==> src/rtl/wx_pkg.sv <==
// Shared constants and types for the demodulated word extractor.
package wx_pkg;
    localparam int SAMPLES_PER_BIT = 16;  // oversampling ratio
    localparam int DATA_BITS       = 8;   // character width

    typedef enum logic [2:0] {
        RX_IDLE,
        RX_START,
        RX_DATA,
        RX_STOP,
        RX_WAIT_MARK
    } rx_state_e;
endpackage

==> src/rtl/wx_sample_tick.sv <==
// Sample tick generator.
// Emits a one-clock pulse every CLKS_PER_SAMPLE clocks. It assumes the
// system clock is CLKS_PER_SAMPLE * 16 * baud rate.
module wx_sample_tick #(
    parameter int CLKS_PER_SAMPLE = 4
) (
    input  logic clk,
    input  logic rst_n,
    output logic tick_o
);
    localparam int CW = $clog2(CLKS_PER_SAMPLE + 1);

    logic [CW-1:0] div_q;

    // Divide the clock down to the sample rate.
    always_ff @(posedge clk) begin
        if (!rst_n) begin
            div_q  <= '0;
            tick_o <= 1'b0;
        end else if (div_q == CW'(CLKS_PER_SAMPLE - 1)) begin
            div_q  <= '0;
            tick_o <= 1'b1;
        end else begin
            div_q  <= div_q + 1'b1;
            tick_o <= 1'b0;
        end
    end

    generate
        if (CLKS_PER_SAMPLE > 1) begin : g_spacing
            // ticks are isolated pulses, so the 16 samples span a whole bit
            assert_tick_spacing_R1: assert property (@(posedge clk) disable iff (!rst_n)
                tick_o |=> !tick_o)
                else $error("sample tick wider than one clock");
        end
    endgenerate
endmodule

==> src/rtl/wx_frame_rx.sv <==
// Oversampled character framer.
// It waits for a falling edge and confirms the start bit at its middle
// sample. It then takes DATA_BITS bits at their centres, LSB first, and
// checks one stop bit. Extra stop bits are idle line and are skipped in
// RX_IDLE. A low stop bit raises ferr_o, and the framer waits for the line
// to go high again. It assumes rx_i is already synchronised. The framer
// stays idle while run_i is low.
module wx_frame_rx
    import wx_pkg::*;
#(
    parameter int OVS    = SAMPLES_PER_BIT,
    parameter int WORD_W = DATA_BITS
) (
    input  logic              clk,
    input  logic              rst_n,
    input  logic              tick_i,
    input  logic              run_i,
    input  logic              rx_i,
    output logic [WORD_W-1:0] word_o,
    output logic              valid_o,
    output logic              ferr_o
);
    localparam int CW   = $clog2(OVS);
    localparam int BW   = $clog2(WORD_W);
    localparam int MID  = OVS / 2 - 1;
    localparam int LAST = OVS - 1;

    rx_state_e         state_q;
    logic [CW-1:0]     smp_q;
    logic [BW-1:0]     bit_q;
    logic [WORD_W-1:0] shift_q;

    assign word_o = shift_q;

    // Frame state machine, advanced once per sample tick.
    always_ff @(posedge clk) begin
        if (!rst_n) begin
            state_q <= RX_IDLE;
            smp_q   <= '0;
            bit_q   <= '0;
            shift_q <= '0;
            valid_o <= 1'b0;
            ferr_o  <= 1'b0;
        end else begin
            valid_o <= 1'b0;
            ferr_o  <= 1'b0;
            if (!run_i) begin
                state_q <= RX_IDLE;
            end else if (tick_i) begin
                case (state_q)
                    RX_IDLE: begin
                        if (!rx_i) begin
                            state_q <= RX_START;
                            smp_q   <= '0;
                        end
                    end
                    RX_START: begin
                        if (smp_q == CW'(MID)) begin
                            smp_q <= '0;
                            bit_q <= '0;
                            state_q <= rx_i ? RX_IDLE : RX_DATA;
                        end else begin
                            smp_q <= smp_q + 1'b1;
                        end
                    end
                    RX_DATA: begin
                        if (smp_q == CW'(LAST)) begin
                            smp_q   <= '0;
                            shift_q <= {rx_i, shift_q[WORD_W-1:1]};
                            if (bit_q == BW'(WORD_W - 1)) begin
                                state_q <= RX_STOP;
                            end else begin
                                bit_q <= bit_q + 1'b1;
                            end
                        end else begin
                            smp_q <= smp_q + 1'b1;
                        end
                    end
                    RX_STOP: begin
                        if (smp_q == CW'(LAST)) begin
                            smp_q <= '0;
                            if (rx_i) begin
                                valid_o <= 1'b1;
                                state_q <= RX_IDLE;
                            end else begin
                                ferr_o  <= 1'b1;
                                state_q <= RX_WAIT_MARK;
                            end
                        end else begin
                            smp_q <= smp_q + 1'b1;
                        end
                    end
                    RX_WAIT_MARK: begin
                        if (rx_i) state_q <= RX_IDLE;
                    end
                    default: state_q <= RX_IDLE;
                endcase
            end
        end
    end

    // a word is released only when the stop sample was high
    assert_stop_high_R4: assert property (@(posedge clk) disable iff (!rst_n)
        valid_o |-> ($past(rx_i) && $past(tick_i)))
        else $error("word released on a low stop sample");

    // a framing error only follows a low stop sample
    assert_stop_low_R4: assert property (@(posedge clk) disable iff (!rst_n)
        ferr_o |-> !$past(rx_i))
        else $error("framing error on a high stop sample");

    // a stopped framer releases nothing and rests idle
    assert_gated_idle_R11: assert property (@(posedge clk) disable iff (!rst_n)
        !run_i |=> (!valid_o && state_q == RX_IDLE))
        else $error("framer active while disabled");
endmodule

==> src/rtl/wx_host_link.sv <==
// Three-wire host link.
// Mode 0: data_o passes the synchronised line, and dr_o pulses on each
// validated word. Mode 1: a validated word is held and dr_o stays high.
// Each synchronised rising edge of dclk_i shifts the word right, and
// data_o shows the current LSB. After WORD_W edges the word is released.
// It assumes mode_i is synchronous to clk.
module wx_host_link
    import wx_pkg::*;
#(
    parameter int WORD_W      = DATA_BITS,
    parameter int SYNC_STAGES = 2
) (
    input  logic              clk,
    input  logic              rst_n,
    input  logic              mode_i,
    input  logic              rx_i,
    input  logic [WORD_W-1:0] word_i,
    input  logic              load_i,
    input  logic              dclk_i,
    output logic              data_o,
    output logic              dr_o
);
    localparam int BW = $clog2(WORD_W);

    logic [SYNC_STAGES:0] dclk_q;
    logic                 dclk_rise;
    logic                 pend_q;
    logic [WORD_W-1:0]    hold_q;
    logic [BW-1:0]        shcnt_q;

    // Bring the host clock into the clk domain and keep one older copy.
    always_ff @(posedge clk) begin
        if (!rst_n) dclk_q <= '0;
        else        dclk_q <= {dclk_q[SYNC_STAGES-1:0], dclk_i};
    end

    assign dclk_rise = dclk_q[SYNC_STAGES-1] & ~dclk_q[SYNC_STAGES];

    // Hold and shift the word in host-clocked mode.
    always_ff @(posedge clk) begin
        if (!rst_n) begin
            pend_q  <= 1'b0;
            hold_q  <= '0;
            shcnt_q <= '0;
        end else if (!mode_i) begin
            pend_q  <= 1'b0;
        end else if (load_i) begin
            pend_q  <= 1'b1;
            hold_q  <= word_i;
            shcnt_q <= '0;
        end else if (dclk_rise && pend_q) begin
            hold_q  <= hold_q >> 1;
            shcnt_q <= shcnt_q + 1'b1;
            if (shcnt_q == BW'(WORD_W - 1)) pend_q <= 1'b0;
        end
    end

    // Output select per mode.
    always_comb begin
        if (mode_i) begin
            data_o = pend_q ? hold_q[0] : 1'b1;
            dr_o   = pend_q;
        end else begin
            data_o = rx_i;
            dr_o   = load_i;
        end
    end

    // a held word stays put until a host edge or a new word
    assert_dr_hold_R6: assert property (@(posedge clk) disable iff (!rst_n)
        (mode_i && pend_q && !load_i && !dclk_rise) |=> (pend_q && $stable(hold_q)))
        else $error("held word changed without a host edge");

    // the last host edge releases the word
    assert_dr_clear_R7: assert property (@(posedge clk) disable iff (!rst_n)
        (mode_i && pend_q && !load_i && dclk_rise && shcnt_q == BW'(WORD_W - 1)) |=> !pend_q)
        else $error("data ready stuck after last bit");

    // a new word replaces the held one
    assert_replace_R8: assert property (@(posedge clk) disable iff (!rst_n)
        (mode_i && load_i) |=> (pend_q && hold_q == $past(word_i) && shcnt_q == '0))
        else $error("new word not captured");
endmodule

==> src/rtl/wx_msg_gate.sv <==
// Demodulator enable control.
// The enable starts high after reset or re-arm. It drops when carrier
// detect goes high after having been seen low. It also drops when the
// byte count announced by the second byte of the message is reached.
// Once low, it stays low until rearm_i.
module wx_msg_gate
    import wx_pkg::*;
#(
    parameter int WORD_W = DATA_BITS
) (
    input  logic              clk,
    input  logic              rst_n,
    input  logic              rearm_i,
    input  logic              carrier_n_i,
    input  logic [WORD_W-1:0] word_i,
    input  logic              valid_i,
    output logic              en_o
);
    logic              seen_q;
    logic              first_q;
    logic              lenok_q;
    logic [WORD_W-1:0] len_q;
    logic [WORD_W-1:0] follow_q;

    // Track carrier and message length, and drop the enable when either ends.
    always_ff @(posedge clk) begin
        if (!rst_n || rearm_i) begin
            en_o     <= 1'b1;
            seen_q   <= 1'b0;
            first_q  <= 1'b0;
            lenok_q  <= 1'b0;
            len_q    <= '0;
            follow_q <= '0;
        end else begin
            if (!carrier_n_i) seen_q <= 1'b1;
            if (seen_q && carrier_n_i) en_o <= 1'b0;
            if (valid_i && en_o) begin
                if (!first_q) begin
                    first_q <= 1'b1;
                end else if (!lenok_q) begin
                    lenok_q  <= 1'b1;
                    len_q    <= word_i;
                    follow_q <= '0;
                    if (word_i == '0) en_o <= 1'b0;
                end else begin
                    follow_q <= follow_q + 1'b1;
                    if (follow_q + 1'b1 == len_q) en_o <= 1'b0;
                end
            end
        end
    end

    // a dropped enable stays dropped until re-armed
    assert_en_latched_R11: assert property (@(posedge clk) disable iff (!rst_n)
        (!en_o && !rearm_i) |=> !en_o)
        else $error("enable rose without re-arm");

    // carrier loss after carrier seen drops the enable
    assert_carrier_drop_R9: assert property (@(posedge clk) disable iff (!rst_n)
        (seen_q && carrier_n_i && !rearm_i) |=> !en_o)
        else $error("enable kept after carrier loss");

    // re-arm restores the enable
    assert_rearm_R9: assert property (@(posedge clk) disable iff (!rst_n)
        rearm_i |=> en_o)
        else $error("re-arm did not enable");
endmodule

==> src/rtl/demod_word_extractor.sv <==
// Top level of the dual-mode demodulated word extractor.
// It synchronises the serial input, frames characters at the sample rate,
// presents words on the three-wire host link, and drives the demodulator
// enable. It assumes mode_i, carrier_n_i and rearm_i are synchronous to clk.
module demod_word_extractor
    import wx_pkg::*;
#(
    parameter int CLKS_PER_SAMPLE = 4,
    parameter int OVS             = SAMPLES_PER_BIT,
    parameter int WORD_W          = DATA_BITS,
    parameter int SYNC_STAGES     = 2
) (
    input  logic clk,
    input  logic rst_n,
    input  logic mode_i,
    input  logic bit_i,
    input  logic carrier_n_i,
    input  logic rearm_i,
    input  logic dclk_i,
    output logic data_o,
    output logic dr_o,
    output logic demod_en_o
);
    logic [SYNC_STAGES-1:0] rx_sync_q;
    logic                   rx_s;
    logic                   tick;
    logic [WORD_W-1:0]      word;
    logic                   word_valid;
    logic                   frame_err;

    // Synchronise the demodulated stream; the line idles high.
    always_ff @(posedge clk) begin
        if (!rst_n) rx_sync_q <= '1;
        else        rx_sync_q <= {rx_sync_q[SYNC_STAGES-2:0], bit_i};
    end

    assign rx_s = rx_sync_q[SYNC_STAGES-1];

    wx_sample_tick #(.CLKS_PER_SAMPLE(CLKS_PER_SAMPLE)) u_tick (
        .clk    (clk),
        .rst_n  (rst_n),
        .tick_o (tick)
    );

    wx_frame_rx #(.OVS(OVS), .WORD_W(WORD_W)) u_rx (
        .clk     (clk),
        .rst_n   (rst_n),
        .tick_i  (tick),
        .run_i   (demod_en_o),
        .rx_i    (rx_s),
        .word_o  (word),
        .valid_o (word_valid),
        .ferr_o  (frame_err)
    );

    wx_host_link #(.WORD_W(WORD_W), .SYNC_STAGES(SYNC_STAGES)) u_link (
        .clk    (clk),
        .rst_n  (rst_n),
        .mode_i (mode_i),
        .rx_i   (rx_s),
        .word_i (word),
        .load_i (word_valid),
        .dclk_i (dclk_i),
        .data_o (data_o),
        .dr_o   (dr_o)
    );

    wx_msg_gate #(.WORD_W(WORD_W)) u_gate (
        .clk         (clk),
        .rst_n       (rst_n),
        .rearm_i     (rearm_i),
        .carrier_n_i (carrier_n_i),
        .word_i      (word),
        .valid_i     (word_valid),
        .en_o        (demod_en_o)
    );

    // in mode 0 data ready is a single-clock pulse
    assert_mode0_pulse_R5: assert property (@(posedge clk) disable iff (!rst_n)
        (!mode_i && dr_o) |=> (mode_i || !dr_o))
        else $error("mode 0 data ready longer than one clock");

    // a framing error never comes with data ready in mode 0
    assert_err_no_dr_R4: assert property (@(posedge clk) disable iff (!rst_n)
        (frame_err && !mode_i) |-> !dr_o)
        else $error("data ready on a bad frame");
endmodule

==> config.mk <==
export PLATFORM = sky130hd
export DESIGN_NAME = demod_word_extractor
export DESIGN_NICKNAME = d
export VERILOG_FILES = /design/src/rtl/wx_pkg.sv /design/src/rtl/wx_sample_tick.sv /design/src/rtl/wx_frame_rx.sv /design/src/rtl/wx_host_link.sv /design/src/rtl/wx_msg_gate.sv /design/src/rtl/demod_word_extractor.sv
export SDC_FILE = /design/constraint.sdc
export NUM_CORES = 1
export LEC_CHECK = 0
export ABC_AREA = 1
export BUFFER_PORTS_ARGS = -buffer_cell sky130_fd_sc_hd__buf_2
export CAP_MARGIN = 20
export CELL_PAD_IN_SITES_DETAIL_PLACEMENT = 1
export CELL_PAD_IN_SITES_GLOBAL_PLACEMENT = 2
export CORE_ASPECT_RATIO = 0.5
export CORE_UTILIZATION = 35
export CTS_CLUSTER_DIAMETER = 200
export DETAILED_ROUTE_END_ITERATION = 10
export GPL_TIMING_DRIVEN = 0
export PLACE_DENSITY = 0.88
export SYNTH_ARGS = -nofsm -noshare
export SYNTH_HDL_FRONTEND = slang
export SYNTH_SLANG_ARGS = --single-unit
==> constraint.sdc <==
create_clock -name clk -period 1.7 [get_ports clk]
set_input_delay 0.255 -clock clk [delete_from_list [all_inputs] [get_ports clk]]
set_output_delay 0.255 -clock clk [all_outputs]
set_load 0.01 [all_outputs]
-- Word level (Yosys, flattened, before mapping)
Cells that the tools add are included.
- add/subtract/negate cells: 5
- equal/unequal tests: 17
- multiplexer cells: 36
- bitwise gates (word level): 4
- reduce and logical (&&, ||, !) cells: 24
- operators by type and width (cell ; number):
    $mux 3 ; 12
    $mux 8 ; 3
    $pmux 3 s5 ; 1
    $mux 1 ; 14
    $mux 4 ; 3
    $pmux 4 s3 ; 1
    $reduce_and 2->1 ; 5
    $add 3x1->3 const B ; 3
    $eq 3x2->1 const B ; 3
    $eq 3x3->1 const B ; 3
    $add 8x1->8 const B ; 1
    $eq 8x8->1 ; 1
    $logic_not 8->1 ; 1
    $ne 2x1->1 const B ; 4
    $reduce_and 4->1 ; 2
    $reduce_and 7->1 ; 1
    $ne 2x2->1 const B ; 3
    $pmux 3 s2 ; 1
    $reduce_and 6->1 ; 1
    $reduce_bool 2->1 ; 3
    $reduce_and 5->1 ; 1
    $add 4x1->4 const B ; 1
    $eq 4x3->1 const B ; 1
    $eq 4x4->1 const B ; 1
    other kinds (11) ; 16
- bits in registers: 60
- word-level logic and storage cells: 104

-- Longest topological paths before layout
- word-level depth: 6
- depth in mapped cells: 12
- gate-level depth less buffers: 12

-- Modules after synthesis
A second synthesis with hierarchy kept.
- cell total of the unflattened synthesis: 430
- area, all modules: 2964.1 um^2
- by module, submodules not included (module ; times used ; cells an instance ; area each (um^2) ; seq. area each (um^2)):
    wx_msg_gate ; 1 ; 166 ; 1067.3 ; 400.4
    wx_frame_rx ; 1 ; 137 ; 975.9 ; 400.4
    wx_host_link ; 1 ; 106 ; 724.4 ; 300.3
    wx_sample_tick ; 1 ; 15 ; 141.4 ; 80.1
    demod_word_extractor ; 1 ; 6 ; 55.1 ; 40.0

-- Least setup slack after synthesis
No wires, ideal clock.
- path kind: reg-to-reg
- from: register u_rx.smp_q[0]
- to: register u_rx.shift_q[1] (netlist: u_rx.word_o[1])
- library setup time: 0.120 ns
- arrival time: 1.297 ns
- data required time: 1.580 ns
- slack: 0.283 ns
- stages on the path, launching flop included: 7
- period minus slack after synthesis: 1.417 ns
- cells stage by stage: dfxtp_1 > ha_1 > nand3_2 > nor3_4 > inv_1 > o21ai_0 > a21oi_1
- word-level cells in the longest chain between the ends: 2
- RTL lines (item ; RTL line ; RTL):
    start: declaration ; wx_frame_rx.sv:29 ; logic [CW-1:0] smp_q;
    start signal: assignment ; wx_frame_rx.sv:63 ; smp_q <= smp_q + 1'b1;
    start signal: assignment ; wx_frame_rx.sv:76 ; smp_q <= smp_q + 1'b1;
    start signal: assignment ; wx_frame_rx.sv:90 ; smp_q <= smp_q + 1'b1;
    $eq 4x4->1 ; wx_frame_rx.sv:67 ; if (smp_q == CW'(LAST)) begin
    $reduce_and 4->1 (no source line) ; -- ;
    end signal: assignment ; wx_frame_rx.sv:69 ; shift_q <= {rx_i, shift_q[WORD_W-1:1]};
    end: declaration ; wx_frame_rx.sv:31 ; logic [WORD_W-1:0] shift_q;
Every way passes these cells.
A chain may end at the register's enable or synchronous reset.

-- Worst setup path after layout
- from: register u_rx.smp_q[0]
- to: register u_rx.state_q[1]
- word-level cells in the longest chain between the ends: 3
- elaborated cells on any way between the ends: 6
- those cells by class: 5 x eq/ne; 1 x reduce/logical
- RTL lines (item ; RTL line ; RTL):
    $eq 4x4->1 or $eq 4x3->1 (tied branches) ; wx_frame_rx.sv:67, wx_frame_rx.sv:80, wx_frame_rx.sv:58 ;
    $ne 2x1->1 (no source line) ; -- ;
    $reduce_and 7->1 (no source line) * ; -- ;
    end signal: assignment ; wx_frame_rx.sv:61 ; state_q <= rx_i ? RX_IDLE : RX_DATA;
    end: declaration ; wx_frame_rx.sv:28 ; rx_state_e state_q;
Every way passes the cells marked *; elsewhere a longest branch is shown, timed or not.

==> flow_summary.ini <==
[clock_tree]
cts-root-buf = clkbuf_16
cts_sinks = 60
hold_buffers = 0
cts_buffer_depth = 2
clock_latency_ps = 340
htreeDepth = 3
cts_made_buffers = 9
cts_tree = yes
clk_pin_slew_ps = 50

[sta]
tightest_slew_ps = 610.1
rsz0062_at_grt = true
slew_headroom_pct = 59.18
setup_viol = 0
fin_skew_ps = 7.245
period_needed_ps = 1585
timing.hold.ws_ps = 105.3
worst_slack_ps = 114.7
hold_viol_final = 0
fin_crit_sh_pct = 93.25
finalMaxSlewViolations = 0
fmax_ghz = 0.6308

[final_layout]
multi_input_area_sq_um = 1316
final_common_cell = nand2_1
area.sequential_sq_um = 1206
final_area_sq_um = 3239
num_antenna_cells = 0
num-nets-final = 410
drive_gt1_share_pct = 15.25
syn_to_final_growth_pct = 18.82
fillers = 920
final_cell_mix = nand2_1 (73), dfxtp_1 (56), inv_1 (46)

[yosys]
yosysWarnings = 0
ys_seq_area_share_pct = 44.06
ys_top_cells_by_area = dfxtp_1 (44%), nand2_1 (10%), a21oi_1 (7.3%)
synth_nets = 387
syn_avg_cell_area_sq_um = 7.329
ys_seq_elements = 60
synthDistinctLibCells = 31
synth_top_area_share_pct = 44.06
syn-cell-area_sq_um = 2726
synthCells = 372
synth_top_cell_by_area = dfxtp_1

[global_routing]
grt_usage_pct = 19.88
grt_max_degree = 12
grt_pass1_wl_um = 12230
antenna_found_initial = 0
grt_pass1_vias = 2589
gr-total-overflow = 0

[placement]
portBuffers = 9
place_area_sq_um = 2892
place.gp.congestion = 0.7680
hpwlAfterDp_um = 4889
dp_slack_ps = -11.38

[power_and_ir_drop]
finalPower_mw = 3.298
ir_worst_vdd_uv = 546.3
p_leak_nw = 1.309
cellPowerDensity_nw_per_um2 = 1018

[route]
drc = 0
drtIter0Drc = 116
routed-via-count = 2463
ant_nets = 0
dr.pass1.iters = 4
wl_um = 6966
vias_per_cell = 4.966
avgRoutedWirePerCell_um = 14.04

[job]
drv_cap = 0

[floorplan]
die_h_um = 64.41
rows = 22
dieArea_sq_um = 8168
coreArea_sq_um = 7432
start_util_pct = 36.68
num_io_pins = 10
die_w_um = 126.8

[critical_path]
critPathLaunchType = register
crit_type = register to register
critPathArrivalTime_ps = 1840
required_ps = 1950
critPathBufInv = 1
cp_max_fo = 5
cp-end-kind = register
slowest_stage = dfxtp_2
cpMostUsedCell = nor2_1
critical_path.top_delay_family = simple AND/OR/NAND/NOR gates
slowest_delay_ps = 350
crit_chain = ha_2, nand3_2, inv_1, nor2_1, a21oi_2, nand2_2, nor2_4, nor2_1, a211oi_2

[hold_path]
holdCritPathClass = input pin to register

[outcome]
outcome = finished, final reports clean
[registers in the layout (all words and copies together), names as in the netlist, 2 cells and up]
| register | count |
|---|---|
| u_link.dclk_q | 3 |
| u_rx.state_q | 3 |
| u_gate.len_q | 8 |
| u_link.hold_q | 8 |
| u_gate.follow_q | 8 |
| u_rx.smp_q | 4 |
| u_link.shcnt_q | 3 |
| u_rx.word_o | 8 |
| u_tick.div_q | 3 |
| rx_sync_q | 2 |
| u_rx.bit_q | 3 |
[cells by family (layout without fill, tap and decap cells)]
logic type	count (synthesis)	after routing	synth area share, %
DFF	60	60	44.06
adders and majority gates	8	8	3.672
xor gates and xnor gates	2	2	0.6426
buffers and inverters	57	85	8.306
AOI/OAI and AO/OA	85	85	16.93
and+or+nand+nor	160	160	26.39
[tightest hold or removal path, cell delays in order]
cell and delay (ps):
buf_2 70, nand2_1 40, inv_1 40
[synth_stat cells, drive strengths merged]
cell    count
buf         5
o21ai      30
clkbuf      4
and2        1
or2         5
a211oi      5
a31o        1
nand4       2
nor2       41
nor3        7
nand2      75
ha          8
inv        48
nand3      28
nor4        1
o21bai      1
xor2        2
dfxtp      60
a31oi       7
a21oi      41
[report_power, final]
part / internal (mW) / total [mW] / switching, mW
logic: 0.0249 / 0.0756 / 0.0507
registers: 1.42 / 1.43 / 0.00785
clock network: 1.12 / 1.79 / 0.668
[stage by stage]
step	TNS [ps]	utilization (%)	instances
2_1_floorplan	0	-	372
3_3_place_gp	0	38.91	477
3_5_place_dp	-11.38	38.91	477
4_1_cts	0	42.95	493
5_1_grt	-71.30	43.59	496
6_report	0	43.59	496
[repair_timing]
item,CTS,global route
endpoints found under the setup margin,3,19
resized for setup,1,12
cloned,0,0
setup buffers,1,3
pin swaps,1,4
[per-layer routing]
| metal | share of wire, % | up-vias | wire (um) | track usage, % |
|---|---|---|---|---|
| met3 | 3.5 | 9 | 243 | 8.918 |
| met1 | 49 | 1170 | 3418 | 22.87 |
| met2 | 46 | 19 | 3221 | 33.38 |
| li1 | - | 1265 | - | - |
| met5 | 0 | - | 0 | 0 |
| met4 | 1.2 | 0 | 82 | 6.250 |
[cell type report]
class | count | area share (%)
Buffer | 8 | 1.390
Clock buffer | 9 | 6.952
Clock inverter | 7 | 2.086
Inverter | 48 | 5.678
Multi-Input combinational cell | 255 | 40.63
Sequential cell | 60 | 37.23
Tap cell | 96 | 3.708
Timing Repair Buffer | 13 | 2.317
[path summary, 6_finish.rpt]
kind / start / to / slack [ps] / cells past startpoint
worst max register to register: u_rx.smp_q[0] / u_rx.state_q[1] / 110 / 9
worst max-delay path: u_rx.smp_q[0] / u_rx.state_q[1] / 110 / 9
worst min register to register: u_link.dclk_q[0] / u_link.dclk_q[1] / 410 / 2
worst min-delay path: dclk_i / u_link.dclk_q[0] / 110 / 3
(Power assumes the default switching activity.)
